File: config.mk
export PLATFORM = sky130hd
export DESIGN_NAME = jitter_baud_gen
export DESIGN_NICKNAME = d
export VERILOG_FILES = /design/src/rtl/jbg_pkg.sv /design/src/rtl/jbg_ctrl.sv /design/src/rtl/jbg_dp.sv /design/src/rtl/jitter_baud_gen.sv
export SDC_FILE = /design/constraint.sdc
export NUM_CORES = 1
export LEC_CHECK = 0
export ABC_CLOCK_PERIOD_IN_PS = 4800
export BUFFER_PORTS_ARGS = -buffer_cell sky130_fd_sc_hd__clkbuf_2
export CAP_MARGIN = 40
export CORE_UTILIZATION = 50
export DETAILED_ROUTE_END_ITERATION = 10
export PLACE_DENSITY = 0.78
export SYNTH_ARGS = -nofsm -noshare
export SYNTH_HDL_FRONTEND = slang
export SYNTH_SLANG_ARGS = --single-unit
File: constraint.sdc
create_clock -name clk -period 4.8 [get_ports clk]
set_input_delay 0.96 -clock clk [delete_from_list [all_inputs] [get_ports clk]]
set_output_delay 0.96 -clock clk [all_outputs]
set_load 0.1 [all_outputs]
File: src/rtl/jbg_pkg.sv
package jbg_pkg;
  parameter int unsigned NOM_SUB = 16;
  localparam int unsigned SUB_W = $clog2(NOM_SUB + 2);

  typedef enum logic [1:0] {
    JIT_NOM = 2'b00,
    JIT_INC = 2'b01,
    JIT_DEC = 2'b10,
    JIT_RSV = 2'b11
  } jitCode_t;

  // control -> datapath
  typedef struct packed {
    logic             clear;
    logic             run;
    logic [SUB_W-1:0] subLast;
    logic [SUB_W-1:0] midLast;
  } ctrlCmd_t;

  // datapath -> control
  typedef struct packed {
    logic subWrap;
    logic midHit;
  } dpEvt_t;
endpackage

File: src/rtl/jbg_ctrl.sv
module jbg_ctrl
  import jbg_pkg::*;
#(
  parameter int unsigned MAX_POS = 12,
  parameter int unsigned IDX_W   = $clog2(MAX_POS + 1)
) (
  input  logic                   clk,
  input  logic                   rstN,
  input  logic                   frameStart,
  input  logic [2*MAX_POS-1:0]   jitterPattern,
  input  logic [1:0]             dataBitsSel,
  input  logic [2:0]             paritySel,
  input  logic                   stopBitsSel,
  input  dpEvt_t                 evt,
  output ctrlCmd_t               cmd,
  output logic [IDX_W-1:0]       bitIndex,
  output logic                   frameActive
);
  localparam int unsigned LEN_BASE = 7;

  jitCode_t         codeArr [MAX_POS];
  jitCode_t         curCode;
  logic [IDX_W-1:0] frameLen;
  logic [IDX_W-1:0] lastIdx;
  logic [SUB_W-1:0] subCount;

  for (genvar p = 0; p < MAX_POS; p++) begin : g_code
    assign codeArr[p] = jitCode_t'(jitterPattern[2*p +: 2]);
  end

  assign frameLen = IDX_W'(LEN_BASE) + IDX_W'(dataBitsSel)
                  + IDX_W'(paritySel != 3'd0) + IDX_W'(stopBitsSel);
  assign lastIdx  = frameLen - IDX_W'(1);

  always_comb begin
    curCode = JIT_NOM;
    for (int p = 0; p < MAX_POS; p++) begin
      if (bitIndex == IDX_W'(p)) curCode = codeArr[p];
    end
  end

  always_comb begin
    unique case (curCode)
      JIT_INC: subCount = SUB_W'(NOM_SUB + 1);
      JIT_DEC: subCount = SUB_W'(NOM_SUB - 1);
      default: subCount = SUB_W'(NOM_SUB);
    endcase
  end

  assign cmd.clear   = frameStart;
  assign cmd.run     = frameActive;
  assign cmd.subLast = subCount - SUB_W'(1);
  assign cmd.midLast = (subCount >> 1) - SUB_W'(1);

  always_ff @(posedge clk or negedge rstN) begin
    if (!rstN) begin
      frameActive <= 1'b0;
      bitIndex    <= '0;
    end else if (frameStart) begin
      frameActive <= 1'b1;
      bitIndex    <= '0;
    end else if (frameActive && evt.subWrap) begin
      if (bitIndex >= lastIdx) frameActive <= 1'b0;
      else                     bitIndex    <= bitIndex + IDX_W'(1);
    end
  end
endmodule

File: src/rtl/jbg_dp.sv
module jbg_dp
  import jbg_pkg::*;
#(
  parameter int unsigned DIV_W = 8
) (
  input  logic             clk,
  input  logic             rstN,
  input  logic [DIV_W-1:0] divisorReg,
  input  ctrlCmd_t         cmd,
  output dpEvt_t           evt
);
  logic [DIV_W-1:0] divCnt;
  logic [SUB_W-1:0] subCnt;
  logic             subTick;

  assign subTick     = cmd.run && (divCnt == divisorReg);
  assign evt.subWrap = subTick && (subCnt == cmd.subLast);
  assign evt.midHit  = subTick && (subCnt == cmd.midLast);

  always_ff @(posedge clk or negedge rstN) begin
    if (!rstN) begin
      divCnt <= '0;
      subCnt <= '0;
    end else if (cmd.clear || !cmd.run) begin
      divCnt <= '0;
      subCnt <= '0;
    end else if (subTick) begin
      divCnt <= '0;
      subCnt <= evt.subWrap ? '0 : subCnt + SUB_W'(1);
    end else begin
      divCnt <= divCnt + DIV_W'(1);
    end
  end
endmodule

File: src/rtl/jitter_baud_gen.sv
module jitter_baud_gen
  import jbg_pkg::*;
#(
  parameter int unsigned DIV_W   = 8,
  parameter int unsigned MAX_POS = 12,
  localparam int unsigned IDX_W  = $clog2(MAX_POS + 1)
) (
  input  logic                 clk,
  input  logic                 rstN,
  input  logic [DIV_W-1:0]     divisorReg,
  input  logic [2*MAX_POS-1:0] jitterPattern,
  input  logic [1:0]           dataBitsSel,
  input  logic [2:0]           paritySel,
  input  logic                 stopBitsSel,
  input  logic                 rxMode,
  input  logic                 frameStart,
  output logic                 bitStrobe,
  output logic [IDX_W-1:0]     bitIndex,
  output logic                 frameActive
);
  ctrlCmd_t cmd;
  dpEvt_t   evt;

  jbg_ctrl #(.MAX_POS(MAX_POS), .IDX_W(IDX_W)) u_ctrl (
    .clk(clk), .rstN(rstN), .frameStart(frameStart),
    .jitterPattern(jitterPattern), .dataBitsSel(dataBitsSel),
    .paritySel(paritySel), .stopBitsSel(stopBitsSel), .evt(evt),
    .cmd(cmd), .bitIndex(bitIndex), .frameActive(frameActive)
  );

  jbg_dp #(.DIV_W(DIV_W)) u_dp (
    .clk(clk), .rstN(rstN), .divisorReg(divisorReg), .cmd(cmd), .evt(evt)
  );

  assign bitStrobe = rxMode ? evt.midHit : evt.subWrap;
endmodule

Yosys cells after proc, flatten, opt, wreduce, memory -nomap -nowiden:

Cells that the tools add are included.

* output and inout bits: 6
* word-level logic and storage cells: 69
* flip-flop bits (word level): 18
* input bits: 42

* eq/ne operators: 17
* add/subtract/negate cells: 9
* mux-type cells: 25
* order comparisons: 1
* reductions and logical operators: 13

Operators with widths (count)
* 2-bit 2-to-1 mux: 12
* 4-bit by 3-bit == test with 1-bit output (second input constant): 4
* 4-bit == test (second input constant): 4
* 8-bit 2-to-1 mux: 2
* 5-bit 2-to-1 mux: 3
* 4-bit 2-to-1 mux: 3
* 5-bit == test: 2
* 5-bit case mux with 2 select lines: 1
* 4-bit by 1-bit adder with 4-bit output: 2
* 8-bit by 1-bit adder with 8-bit output (second input constant): 1
* 4-bit by 2-bit == test with 1-bit output (second input constant): 2
* 8-bit == test: 1
* 2-bit nonzero test: 3
* 5-bit by 1-bit adder with 5-bit output (second input constant): 1
* 4-bit by 1-bit subtractor with 5-bit output (second input constant): 1
* 5-bit by 1-bit subtractor with 5-bit output (second input constant): 1
* 3-bit by 2-bit adder with 4-bit output (first input constant): 1
* 4-bit by 1-bit adder with 4-bit output (second input constant): 1
* 4-bit by 1-bit == test with 1-bit output (second input constant): 1
* 4-bit greater-or-equal comparator: 1
* 1-bit logical AND: 4
* 4-bit zero test: 1
* 1-bit 2-to-1 mux: 4
* 2-bit AND reduction: 2
* other kinds (7): 7

Longest topological paths before layout:

Gate-level depths: netlist of the first run.

* word-level depth: 21
* depth in mapped cells: 14
* mapped depth without buffers: 13

Modules after synthesis:

From an unflattened synthesis of the first run, not the netlist that was laid out.

* cells, all modules: 210
* area, all modules: 1776.7 µm²

By module, submodules not included
* jbg_ctrl: area each 903.4 µm², instances 1, cells an instance 120, seq. area each 125.1 µm²
* jbg_dp: area each 858.3 µm², instances 1, cells an instance 89, seq. area each 325.3 µm²
* jitter_baud_gen: area each 15.0 µm², instances 1, cells an instance 1, seq. area each 0.0 µm²

Least setup slack after synthesis of the first run:

Ideal clock, no wire load.

* path type: register -> output
* from: register u_ctrl.bitIndex[0]
* to: output bitStrobe
* arrival: 5.403 ns
* path slack: -1.563 ns
* cell stages (with the launch flop): 13
* cell sequence: dfrtp_1 inv_1 ha_1 clkbuf_1 inv_1 o22ai_1 o31ai_1 a32o_1 ha_1 or4b_4 a211oi_4 a32oi_1 nor3_1

* word-level cells in the longest chain between the ends: 19
* elaborated cells between the ends (all ways): 34
* those cells by class: 2 x add/sub; 15 x eq/ne; 14 x mux; 3 x reduce/logical

Ends and longest elaborated chain
* start: declaration: RTL line jbg_ctrl.sv:16 `output logic [IDX_W-1:0] bitIndex,`
* start signal: assignment: RTL line jbg_ctrl.sv:64 `else bitIndex <= bitIndex + IDX_W'(1);`
* 4-bit zero test: RTL line jbg_ctrl.sv:38 `if (bitIndex == IDX_W'(p)) curCode = codeArr[p];`
* 2-bit 2-to-1 mux (11 in series): RTL line jbg_ctrl.sv:38
* 2-bit 2-to-1 mux (*): RTL line jbg_ctrl.sv:38
* 2-bit == test / 2-bit by 1-bit == test with 1-bit output (equally long branches): RTL line jbg_ctrl.sv:43 `unique case (curCode)`
* 5-bit case mux with 2 select lines (*): RTL line jbg_ctrl.sv:43
* 5-bit by 1-bit subtractor with 5-bit output / 4-bit by 1-bit subtractor with 5-bit output (equally long branches): RTL line jbg_ctrl.sv:52, jbg_ctrl.sv:53
* 5-bit == test (on tied branches): RTL line jbg_dp.sv:17, jbg_dp.sv:18
* 1-bit logical AND (on tied branches): RTL line jbg_dp.sv:17, jbg_dp.sv:18
* 1-bit 2-to-1 mux (*): RTL line jitter_baud_gen.sv:35 `assign bitStrobe = rxMode ? evt.midHit : evt.subWrap;`
* end: declaration: RTL line jitter_baud_gen.sv:17 `output logic bitStrobe,`

Every way passes the cells marked *; elsewhere a longest branch is shown, timed or not.

Worst setup path after layout of the first run:

Same ends and word-level chain as after synthesis.

==> results of run 1 <==
==> flip-flops by register name, indices dropped and copies added (netlist names) <==
signal,count
u_ctrl.bitIndex,4
u_dp.divCnt,8
u_ctrl.frameActive,1
u_dp.subCnt,5
==> critical path, cell delays in order, from the launching register on <==
cell      delay (ns)
dfrtp_4         0.53
inv_1           0.12
ha_1            0.36
nand2_1         0.08
o21ai_0         0.16
a31oi_1         0.12
o221ai_1        0.26
a32o_1          0.23
ha_1            0.19
or4b_4          0.48
a211oi_4        0.22
a32oi_1         0.12
nor3_4          0.24
buf_12          0.20
==> area by class of cell <==
class                   instances  share of cell area
clock buffers                   4              0.0134
repair buffers                 48               0.132
inverters                      14              0.0269
flip-flops and latches         18               0.235
multi-input cells             153               0.565
well taps                      44              0.0281
==> Yosys cell counts (2+ instances only) <==
cell type / n / share of area
dfrtp_1: 18 / 0.28
nor2_1: 18 / 0.042
a21oi_1: 17 / 0.052
ha_1: 14 / 0.11
inv_1: 14 / 0.032
xnor2_1: 9 / 0.049
nand3_1: 8 / 0.025
nor3_1: 8 / 0.025
xor2_1: 8 / 0.043
nand2_1: 7 / 0.016
o21ai_0: 7 / 0.022
clkbuf_1: 6 / 0.014
and3_1: 5 / 0.019
nand2b_1: 5 / 0.019
o31ai_1: 4 / 0.018
nand3b_1: 3 / 0.014
nand4_1: 3 / 0.012
a2111oi_0: 2 / 0.011
a32oi_1: 2 / 0.011
and4_1: 2 / 0.011
nor2b_1: 2 / 0.0077
o21bai_1: 2 / 0.0092
o22ai_1: 2 / 0.0077
o32ai_1: 2 / 0.011
or3_1: 2 / 0.0077
or4_1: 2 / 0.0092
==> cell families after synthesis <==
group	after synthesis	synth area share
xor gates and xnor gates	17	0.0916
and+or+nand+nor	73	0.259
AOI/OAI and AO/OA	47	0.195
adders and majority gates	15	0.120
DFF	18	0.277
buffers and inverters	21	0.0508
muxes	1	0.00616
==> power groups by stage <==
stage	logic, mW	registers [mW]	clock network, mW
floorplan	0.0322	0.160	0
global placement	0.0583	0.161	0
detailed placement	0.0594	0.161	0
global route	0.0672	0.158	0.0872
finish	0.0590	0.158	0.0793
CTS	0.0595	0.158	0.0817
==> layer usage <==
metal | up-vias | track usage
li1 | 792 | -
met4 | 0 | 0.0510
met1 | 704 | 0.258
met3 | 2 | 0.0328
met2 | 48 | 0.416
met5 | - | 0
==> final timing paths <==
kind                                     from                  to  slack, ns  cells after the start
max in group asynchronous                rstN  u_ctrl.bitIndex[1]       3.86                      1
min in group asynchronous                rstN      u_dp.subCnt[3]       0.59                      1
hold reg to reg                u_dp.divCnt[0]      u_dp.divCnt[0]       0.57                      1
setup / recovery           u_ctrl.bitIndex[0]           bitStrobe       0.22                     13
hold / removal                 u_dp.divCnt[0]      u_dp.divCnt[0]       0.57                      1
setup reg to reg           u_ctrl.bitIndex[0]  u_ctrl.bitIndex[3]       0.99                     14
==> per-stage QoR <==
step | std cells | hold WS (ns) | instance area, sq um
floorplan | 192 | 0.505 | 1650
global placement | 277 | 0.546 | 1930
detailed placement | 277 | 0.563 | 1930
CTS | 281 | 0.578 | 1950
global route | 281 | 0.619 | 1960
finish | 281 | 0.574 | 1960
==> summary.md, run 1 <==
| Metric | Value |
|---|---|
| Status | `finished clean` |
| P_int | `~0.22 mW` |
| CP max FO | `9` |
| I/O pins | `48` |
| FF/Latch Area | `459 sq um` |
| Cells after synthesis | `between 150 and 200` |
| EDFF count, synth | `0` |
| Tightest Hold Check Type | `register to register` |
| P&R area growth vs syn | `20.4%` |
| Yosys Warn Count | `0` |
| Initial Util | `0.528` |
| Final Power | `slightly below 0.3 mW` |
| PortBufs | `47` |
| Pins over their slew limit | `0` |
| Final Skew | `0.000838 ns` |
| Routability congestion estimate | `just over 0.8` |
| Comb pwr share | `0.199` |
| Die Ht | `about 59 microns` |
| RSZ-0062 raised after global routing | `no` |
| Core ar. | `approximately 3000 sq um` |
| Seq pwr share | `0.533` |
| WL final | `between 3000 and 4000 microns` |
| H-tree depth | `1` |
| Min Tclk post-route | `4.58 ns` |
| Ant. Diodes | `0` |
| TritonRoute pass-1 iters | `4` |
| WL/cell | `roughly 12 microns` |
| Clock Power Share | `0.268` |
| Postcts setup bufs | `0` |
| Rows | `20` |
| DP HPWL | `between 2000 and 3000 microns` |
| Vias in the first global route | `1478` |
| DRC viols | `0` |
| Fmax | `218 MHz` |
| Worst slew pin tran | `around 0.75 ns` |
| GRT Total Usage | `0.219` |
| Psw | `around 0.080 mW` |
| Cts bufs inserted | `3` |
| Setup violators final | `0` |
| Quantity of gates resized following cts | `0` |
| P_leak | `0.899 nW` |
| Area of the multi-input gates | `approximately 1100 sq um` |
| Synth Cell Area | `approximately 1600 sq um` |
| Longest Clk Path Bufs | `2` |
| Critical Path AT | `3.62 ns` |
| Final period util | `0.954` |
| Setup CP Type | `register to output pin` |
| Initial antenna violation count | `0` |
| Root buffer cell | `clkbuf_4` |
| Reg clk slew, reported paths | `0.10 ns` |
| Max Cap Viol | `0` |
| Post-synth cell types | `46` |
| Nets | `~300` |
| CTS tree | `done` |
| Share of cells above drive strength 1 | `0.262` |
| CTS sink count | `18` |
| Worst-skew pair later-pin latency | `a little under 0.3 ns` |
| Wl on met1 | `around 1600 microns` |
| Register area share after synthesis | `0.277` |
| #FFs+latches synth | `18` |
| Largest net degree at the start of global routing | `19` |
| Mean Syn Cell Area | `about 8.5 sq um` |
| Main synth FF type | `dfrtp_1` |
| Synthesized Nets | `approximately 250` |
| Vias | `1546` |
| Highest metal used | `met4` |
| Switching portion of total power | `0.270` |
| Worst Path Required | `3.84 ns` |
| Startpoint types | `register` |
| Pre-CTS setup slack | `between 0.5 and 0.6 ns` |
| Most frequent cells in the layout | `clkbuf_2, nor2_1, a21oi_1` |
| Layout fillers | `about 280` |
| Pwr dens | `~150 nW/um^2` |
| Post-CTS Hold Buffers | `0` |
| Setup slack after layout | `around 0.22 ns` |
| FFs w/ async S/R, synth | `1.00` |
| Setup TNS | `0 ns` |
| Layout Utilization | `0.636` |
| Final hold vios | `0` |
| First-pass GRT wire length | `5950 microns` |
| Commonest non-fill, non-tap cell in the layout | `clkbuf_2` |
| Met2 WL post-DR | `1700 microns` |
| Die Wd | `59.0 microns` |
| Met3 wire length | `152 microns` |
| Post-DR vias/cell | `~5.5` |
| CP Capture Type | `output pin` |
| Starting DRC count in detailed routing | `78` |
| Max VDD drop | `roughly 0.15 mV` |
| Number of nets still failing antenna checks after routing | `0` |
| Die ar. | `between 3000 and 4000 sq um` |
| Slew HR | `0.496` |
| Gr ovfl total | `0` |
No activity file was read; power rests on OpenSTA's default activity.
==> run 2, diff against run 1 <==
Settings changed: ABC_CLOCK_PERIOD_IN_PS 4800 to 3900, CORE_UTILIZATION 50 to 47, PLACE_DENSITY 0.78 to 0.77, SLEW_MARGIN set to 20.
Clock period 4.8 ns to 3.9 ns, I/O delays scaled along.
==> summary.md, run 2 (synthesis gave the netlist of run 1 again) <==
| Metric | Value |
|---|---|
| H-tree depth | `1 (unchanged)` |
| Largest registers | `u_dp.divCnt: 8 flops, u_dp.subCnt: 5 flops, u_ctrl.bitIndex: 4 flops` |
| Final hold vios | `0 (unchanged)` |
| Pwr dens | `175 nW/um^2 (+16%)` |
| Starting DRC count in detailed routing | `93 (+19%)` |
| First-pass GRT wire length | `5600 microns (-5.8%)` |
| Die Wd | `60.8 microns (+3.0%)` |
| Pins over their slew limit | `0 (unchanged)` |
| Root buffer cell | `clkbuf_4` |
| Max Cap Viol | `0 (unchanged)` |
| P&R area growth vs syn | `28.9%` |
| Cts bufs inserted | `3 (unchanged)` |
| Status | `complete, but fails checks` |
| Startpoint types | `register` |
| Setup TNS | `-0.135 ns (-0.135 ns)` |
| Share of cells above drive strength 1 | `0.336 (+0.0745)` |
| Number of nets still failing antenna checks after routing | `0 (unchanged)` |
| WL final | `3550 microns (+1.4%)` |
| CP startpoint | `u_ctrl.bitIndex[1]` |
| Worst slew pin tran | `0.731 ns (-0.0199 ns)` |
| Critical Path AT | `3.26 ns (-0.36 ns)` |
| Rows | `20 (unchanged)` |
| RSZ-0062 raised after global routing | `yes` |
| Failing checks | `negative setup slack` |
| Post-DP Area | `2020 sq um (+4.9%)` |
| CTS tree | `done` |
| Post-route cell area | `2100 sq um (+7.1%)` |
| Vias | `1567 (+1.4%)` |
| Final Power | `0.366 mW (+24%)` |
| Post-CTS Hold Buffers | `0 (unchanged)` |
| Seq pwr share | `0.530 (-0.003)` |
| Gr ovfl total | `0 (unchanged)` |
| Nets | `299 (+1.4%)` |
| WL/cell | `12.5 microns (about the same)` |
| Setup violators final | `1 (+1)` |
| CP most frequent cell | `buf_4` |
| Ant. Diodes | `0 (unchanged)` |
| Die Ht | `60.8 microns (+3.0%)` |
| Switching portion of total power | `0.266 (-0.00373)` |
| FF/Latch Area | `460 sq um (+0.27%)` |
| P_int | `0.269 mW (+24%)` |
| Max VDD drop | `0.139 mV (-6.7%)` |
| Longest Clk Path Bufs | `2 (unchanged)` |
| DP HPWL | `2860 microns (+2.1%)` |
| Slew HR | `0.509 (+0.0134)` |
| Worst Path Required | `3.12 ns (-0.72 ns)` |
| Comb pwr share | `0.212 (+0.013)` |
| Final period util | `1.03` |
| CP max FO | `10 (+1)` |
| Die ar. | `3700 sq um (+6.2%)` |
| TritonRoute pass-1 iters | `4 (unchanged)` |
| Setup CP Type | `register to output pin` |
| Worst-skew pair later-pin latency | `0.29 ns (about the same)` |
| Psw | `0.0976 mW (+22%)` |
| Max reg flops | `8 (unchanged)` |
| I/O pins | `48 (unchanged)` |
| Routability congestion estimate | `0.824 (+1.5%)` |
| Reg clk slew, reported paths | `0.10 ns (about the same)` |
| Reg2Reg Launch Point | `u_ctrl.bitIndex[1]` |
| Hold Worst Slack | `0.407 ns (-0.166 ns)` |
| Largest net degree at the start of global routing | `19 (unchanged)` |
| CP Capture Type | `output pin` |
| Post-DR vias/cell | `5.50 (about the same)` |
| CP max-delay cell | `dfrtp_4` |
| Vias in the first global route | `1429 (-3.3%)` |
| Min Tclk post-route | `between 4 and 5 ns` |
| DRC viols | `0 (unchanged)` |
| GRT Total Usage | `0.199 (-0.0203)` |
| Area of the multi-input gates | `1210 sq um (+9.1%)` |
| CTS sink count | `18 (unchanged)` |
| Fmax | `approximately 250 MHz` |
| Largest Register | `u_dp.divCnt` |
| Core ar. | `3180 sq um (+3.3%)` |
| Largest stage delay, worst path | `0.53 ns (about the same)` |
| Clock Power Share | `0.258 (-0.010)` |
| Final Skew | `0.00542 ns (+0.00459 ns)` |
| P_leak | `0.935 nW (+4.0%)` |
| Pre-CTS setup slack | `0.0641 ns (-0.477 ns)` |
| Crit path cell chain | `buf_4, ha_4, nand3b_1, a21oi_2, a31oi_1, o221ai_2, a32o_2, buf_4, ha_1, xor2_1, a211oi_4, a32oi_2, nor3_4, buf_12` |
| Layout fillers | `279 (-1.8%)` |
| PortBufs | `47 (unchanged)` |
| Setup slack after layout | `-0.135 ns (-0.357 ns)` |
| Initial antenna violation count | `0 (unchanged)` |
| Tightest Hold Check Type | `primary input to asynchronous set/reset pin` |
| Commonest non-fill, non-tap cell in the layout | `clkbuf_2` |
| Initial Util | `0.511 (-0.0166)` |
| Most frequent cells in the layout | `clkbuf_2, nor2_1, a21oi_1` |
==> run 2: changes by cell type in the layout (fill, tap and decap cells not counted), sizes merged <==
cell  previous run  this run
buf              2         6
==> run 2: through the flow <==
step           utilization  std cells
2_1_floorplan            -        192
3_3_place_gp         0.636        279
4_1_cts              0.651        285
3_5_place_dp         0.636        279
5_1_grt              0.659        285
6_report             0.659        285
==> run 2: what timing repair did <==
item                       in CTS  in global routing
setup endpoints to repair       1                  1
buffers inserted                2                  0
pin swaps                       4                  1
resized for setup               2                  4
==> run 2: layout make-up <==
| type | count | share of cell area |
|---|---|---|
| Clock buffer | 4 | 0.0125 |
| Sequential cell | 18 | 0.220 |
| Inverter | 14 | 0.0287 |
| Multi-Input combinational cell | 153 | 0.576 |
| Timing Repair Buffer | 52 | 0.137 |
| Tap cell | 44 | 0.0263 |
==> run 2: worst max-delay path, delay by kind of cell, from the launching register on <==
kind	cells	cell delay, ns
buf+inv	3	0.50
simple gates	2	0.27
compound gates	6	1.10
flops	1	0.53
fa+ha+maj	2	0.37
xor+xnor	1	0.18
==> run 2: final timing paths <==
kind | to | slack, ns | cells after the start
min in group clk | u_dp.divCnt[0] | 0.58 | 1
max reg2reg | u_ctrl.bitIndex[3] | 0.35 | 15
max in group asynchronous | u_ctrl.bitIndex[1] | 3.16 | 1
max | bitStrobe | -0.14 | 14
min | u_dp.subCnt[2] | 0.41 | 1
min reg2reg | u_dp.divCnt[0] | 0.58 | 1
==> run 2: layer usage <==
metal,GRT usage,routed length (microns),vias to the layer above
met5,0,0,-
met2,0.400,1760,48
met3,0.0149,143,7
met4,0.0682,53,0
li1,-,-,803
met1,0.216,1590,709
==> run 2: power groups by stage <==
stage | sequential (mW) | combinational [mW] | clock (mW)
2_1_floorplan | 0.196 | 0.0404 | 0
3_3_place_gp | 0.198 | 0.0734 | 0
3_5_place_dp | 0.198 | 0.0751 | 0
4_1_cts | 0.194 | 0.0775 | 0.0972
5_1_grt | 0.194 | 0.0876 | 0.101
6_report | 0.194 | 0.0776 | 0.0945
==> run 3, diff against run 2 <==
Settings changed: PLACE_DENSITY 0.77 to 0.85, RECOVER_POWER set to 25.
==> summary.md, run 3 (synthesis gave the netlist of run 1 again) <==
| Metric | Value |
|---|---|
| P_leak | `0.964 nW (+3.1%)` |
| Worst-skew pair later-pin latency | `0.29 ns (about the same)` |
| Layout fillers | `265 (-5.0%)` |
| Min Tclk post-route | `3.97 ns (-0.0644 ns)` |
| P_int | `0.287 mW (+6.7%)` |
| Starting DRC count in detailed routing | `88 (-5.4%)` |
| Setup TNS | `-0.0710 ns (+0.0644 ns)` |
| Cts bufs inserted | `3 (unchanged)` |
| RSZ-0062 raised after global routing | `yes` |
| Worst Path Required | `3.12 ns (about the same)` |
| Failing checks | `negative setup slack` |
| DP HPWL | `2770 microns (-3.1%)` |
| Rows | `20 (unchanged)` |
| Reg clk slew, reported paths | `0.09 ns (about the same)` |
| Final hold vios | `0 (unchanged)` |
| Commonest non-fill, non-tap cell in the layout | `clkbuf_2` |
| Psw | `0.0986 mW (+1.0%)` |
| TritonRoute pass-1 iters | `5 (+1)` |
| Core ar. | `3180 sq um (unchanged)` |
| Area of the multi-input gates | `1220 sq um (+0.93%)` |
| CTS tree | `done` |
| Seq pwr share | `0.503 (-0.027)` |
| Pre-CTS setup slack | `0.0665 ns (+0.00239 ns)` |
| WL/cell | `13.3 microns (+6.5%)` |
| Switching portion of total power | `0.256 (-0.0106)` |
| Final Power | `0.385 mW (+5.2%)` |
| FF/Latch Area | `460 sq um (unchanged)` |
| Pwr dens | `179 nW/um^2 (+2.3%)` |
| CTS sink count | `18 (unchanged)` |
| Vias in the first global route | `1463 (+2.4%)` |
| Setup slack after layout | `-0.0710 ns (+0.0644 ns)` |
| CP startpoint | `u_ctrl.bitIndex[1]` |
| R2R setup slack | `0.22 ns (-0.13 ns)` |
| Largest registers | `u_dp.divCnt: 8 flops, u_dp.subCnt: 5 flops, u_ctrl.bitIndex: 4 flops` |
| Max reg flops | `8 (unchanged)` |
| P&R area growth vs syn | `32.6%` |
| Share of cells above drive strength 1 | `0.366 (+0.0298)` |
| Gr ovfl total | `0 (unchanged)` |
| Setup violators final | `1 (unchanged)` |
| Ant. Diodes | `0 (unchanged)` |
| PortBufs | `47 (unchanged)` |
| Max VDD drop | `0.159 mV (+14%)` |
| Max Cap Viol | `0 (unchanged)` |
| Setup CP Type | `register to output pin` |
| Endpoint of the worst register-to-register path | `u_ctrl.bitIndex[3]` |
| Comb pwr share | `0.210 (-0.002)` |
| Post-route non-filler standard cell count | `290 (+1.8%)` |
| Nets | `304 (+1.7%)` |
| DRC viols | `0 (unchanged)` |
| Critical Path AT | `3.19 ns (-0.07 ns)` |
| Longest Clk Path Bufs | `2 (unchanged)` |
| Die Ht | `60.8 microns (unchanged)` |
| I/O pins | `48 (unchanged)` |
| Hold Worst Slack | `0.573 ns (+0.166 ns)` |
| GRT Total Usage | `0.217 (+0.0174)` |
| Most frequent cells in the layout | `clkbuf_2, nor2_1, a21oi_1, dfrtp_1, inv_1` |
| Routability congestion estimate | `0.780 (-5.4%)` |
| Slew HR | `0.363 (-0.146)` |
| Final period util | `1.02 (-0.0165)` |
| Post-DP Area | `2010 sq um (-0.74%)` |
| Initial Util | `0.511 (unchanged)` |
| Worst slew pin tran | `0.955 ns (+0.224 ns)` |
| R2R depth | `15 (unchanged)` |
| Post-DR vias/cell | `5.71 (+3.8%)` |
| Largest Register | `u_dp.divCnt` |
| Die Wd | `60.8 microns (unchanged)` |
| Initial antenna violation count | `0 (unchanged)` |
| Placed insts | `277 (-0.72%)` |
| CP max FO | `12 (+2)` |
| Vias | `1655 (+5.6%)` |
| Setup crit end | `bitStrobe` |
| Layout Utilization | `0.678 (+0.0189)` |
| WL final | `3850 microns (+8.3%)` |
| Largest net degree at the start of global routing | `19 (unchanged)` |
| Final Skew | `0.000548 ns (-0.00488 ns)` |
| Pins over their slew limit | `0 (unchanged)` |
| First-pass GRT wire length | `6010 microns (+7.3%)` |
| Number of nets still failing antenna checks after routing | `0 (unchanged)` |
| Clock Power Share | `0.287 (+0.029)` |
| Startpoint types | `register` |
| H-tree depth | `1 (unchanged)` |
| Tightest Hold Check Type | `register to register` |
| Reg2Reg Launch Point | `u_ctrl.bitIndex[1]` |
| CP Capture Type | `output pin` |
| Root buffer cell | `clkbuf_4` |
| Status | `complete, but fails checks` |
| Post-route cell area | `2160 sq um (+2.9%)` |
| Die ar. | `3700 sq um (unchanged)` |
| Fmax | `252 MHz (+1.6%)` |
[run 3: changes by cell type in the layout (fill, tap and decap cells not counted), sizes merged]
cell / delta
buf: +5
[run 3: layout make-up]
type	instances	share of cell area
Clock buffer	4	0.0168
Inverter	14	0.0290
Multi-Input combinational cell	153	0.565
Sequential cell	18	0.214
Tap cell	44	0.0255
Timing Repair Buffer	57	0.150
[run 3: per-layer routing]
layer | GRT usage | part of all wire
met3 | 0.0171 | 0.034
met2 | 0.424 | 0.51
met5 | 0 | 0
met4 | 0.0649 | 0.017
met1 | 0.248 | 0.44
[run 3: worst min path at each step]
stage                         from                  to  slack [ns]  cells past startpoint
finish              u_dp.divCnt[0]      u_dp.divCnt[0]        0.57                      1
global route        u_dp.divCnt[7]      u_dp.divCnt[7]        0.62                      2
CTS                           rstN      u_dp.divCnt[3]        0.43                      1
detailed placement  u_dp.divCnt[0]      u_dp.divCnt[0]        0.56                      1
global placement    u_dp.divCnt[7]      u_dp.divCnt[7]        0.55                      2
floorplan                     rstN  u_ctrl.bitIndex[2]        0.48                      0
[run 3: timing repair]
item | 4_1_cts | 5_1_grt
resized for setup | 3 | 7
setup buffers | 8 | 1
hold buffers | 0 | 0
pin swaps | 5 | 2
endpoints found under the setup margin | 1 | 2
[run 3: worst max-delay path: stages (launching register included)]
cell and delay [ns]:
dfrtp_4 0.54, inv_4 0.09, ha_4 0.21, and3_1 0.18, a21oi_1 0.04, o21ai_0 0.29
a32o_2 0.23, ha_4 0.15, or4b_4 0.47, a211oi_4 0.25, a32oi_2 0.11, nor3_4 0.17
buf_12 0.20
[run 3: power groups by stage]
stage	clock [mW]	sequential [mW]	combinational, mW
after floorplan	0	0.196	0.0404
after global placement	0	0.197	0.0729
after detailed placement	0	0.197	0.0749
after CTS	0.113	0.194	0.0783
after global routing	0.122	0.194	0.0912
final	0.111	0.194	0.0808
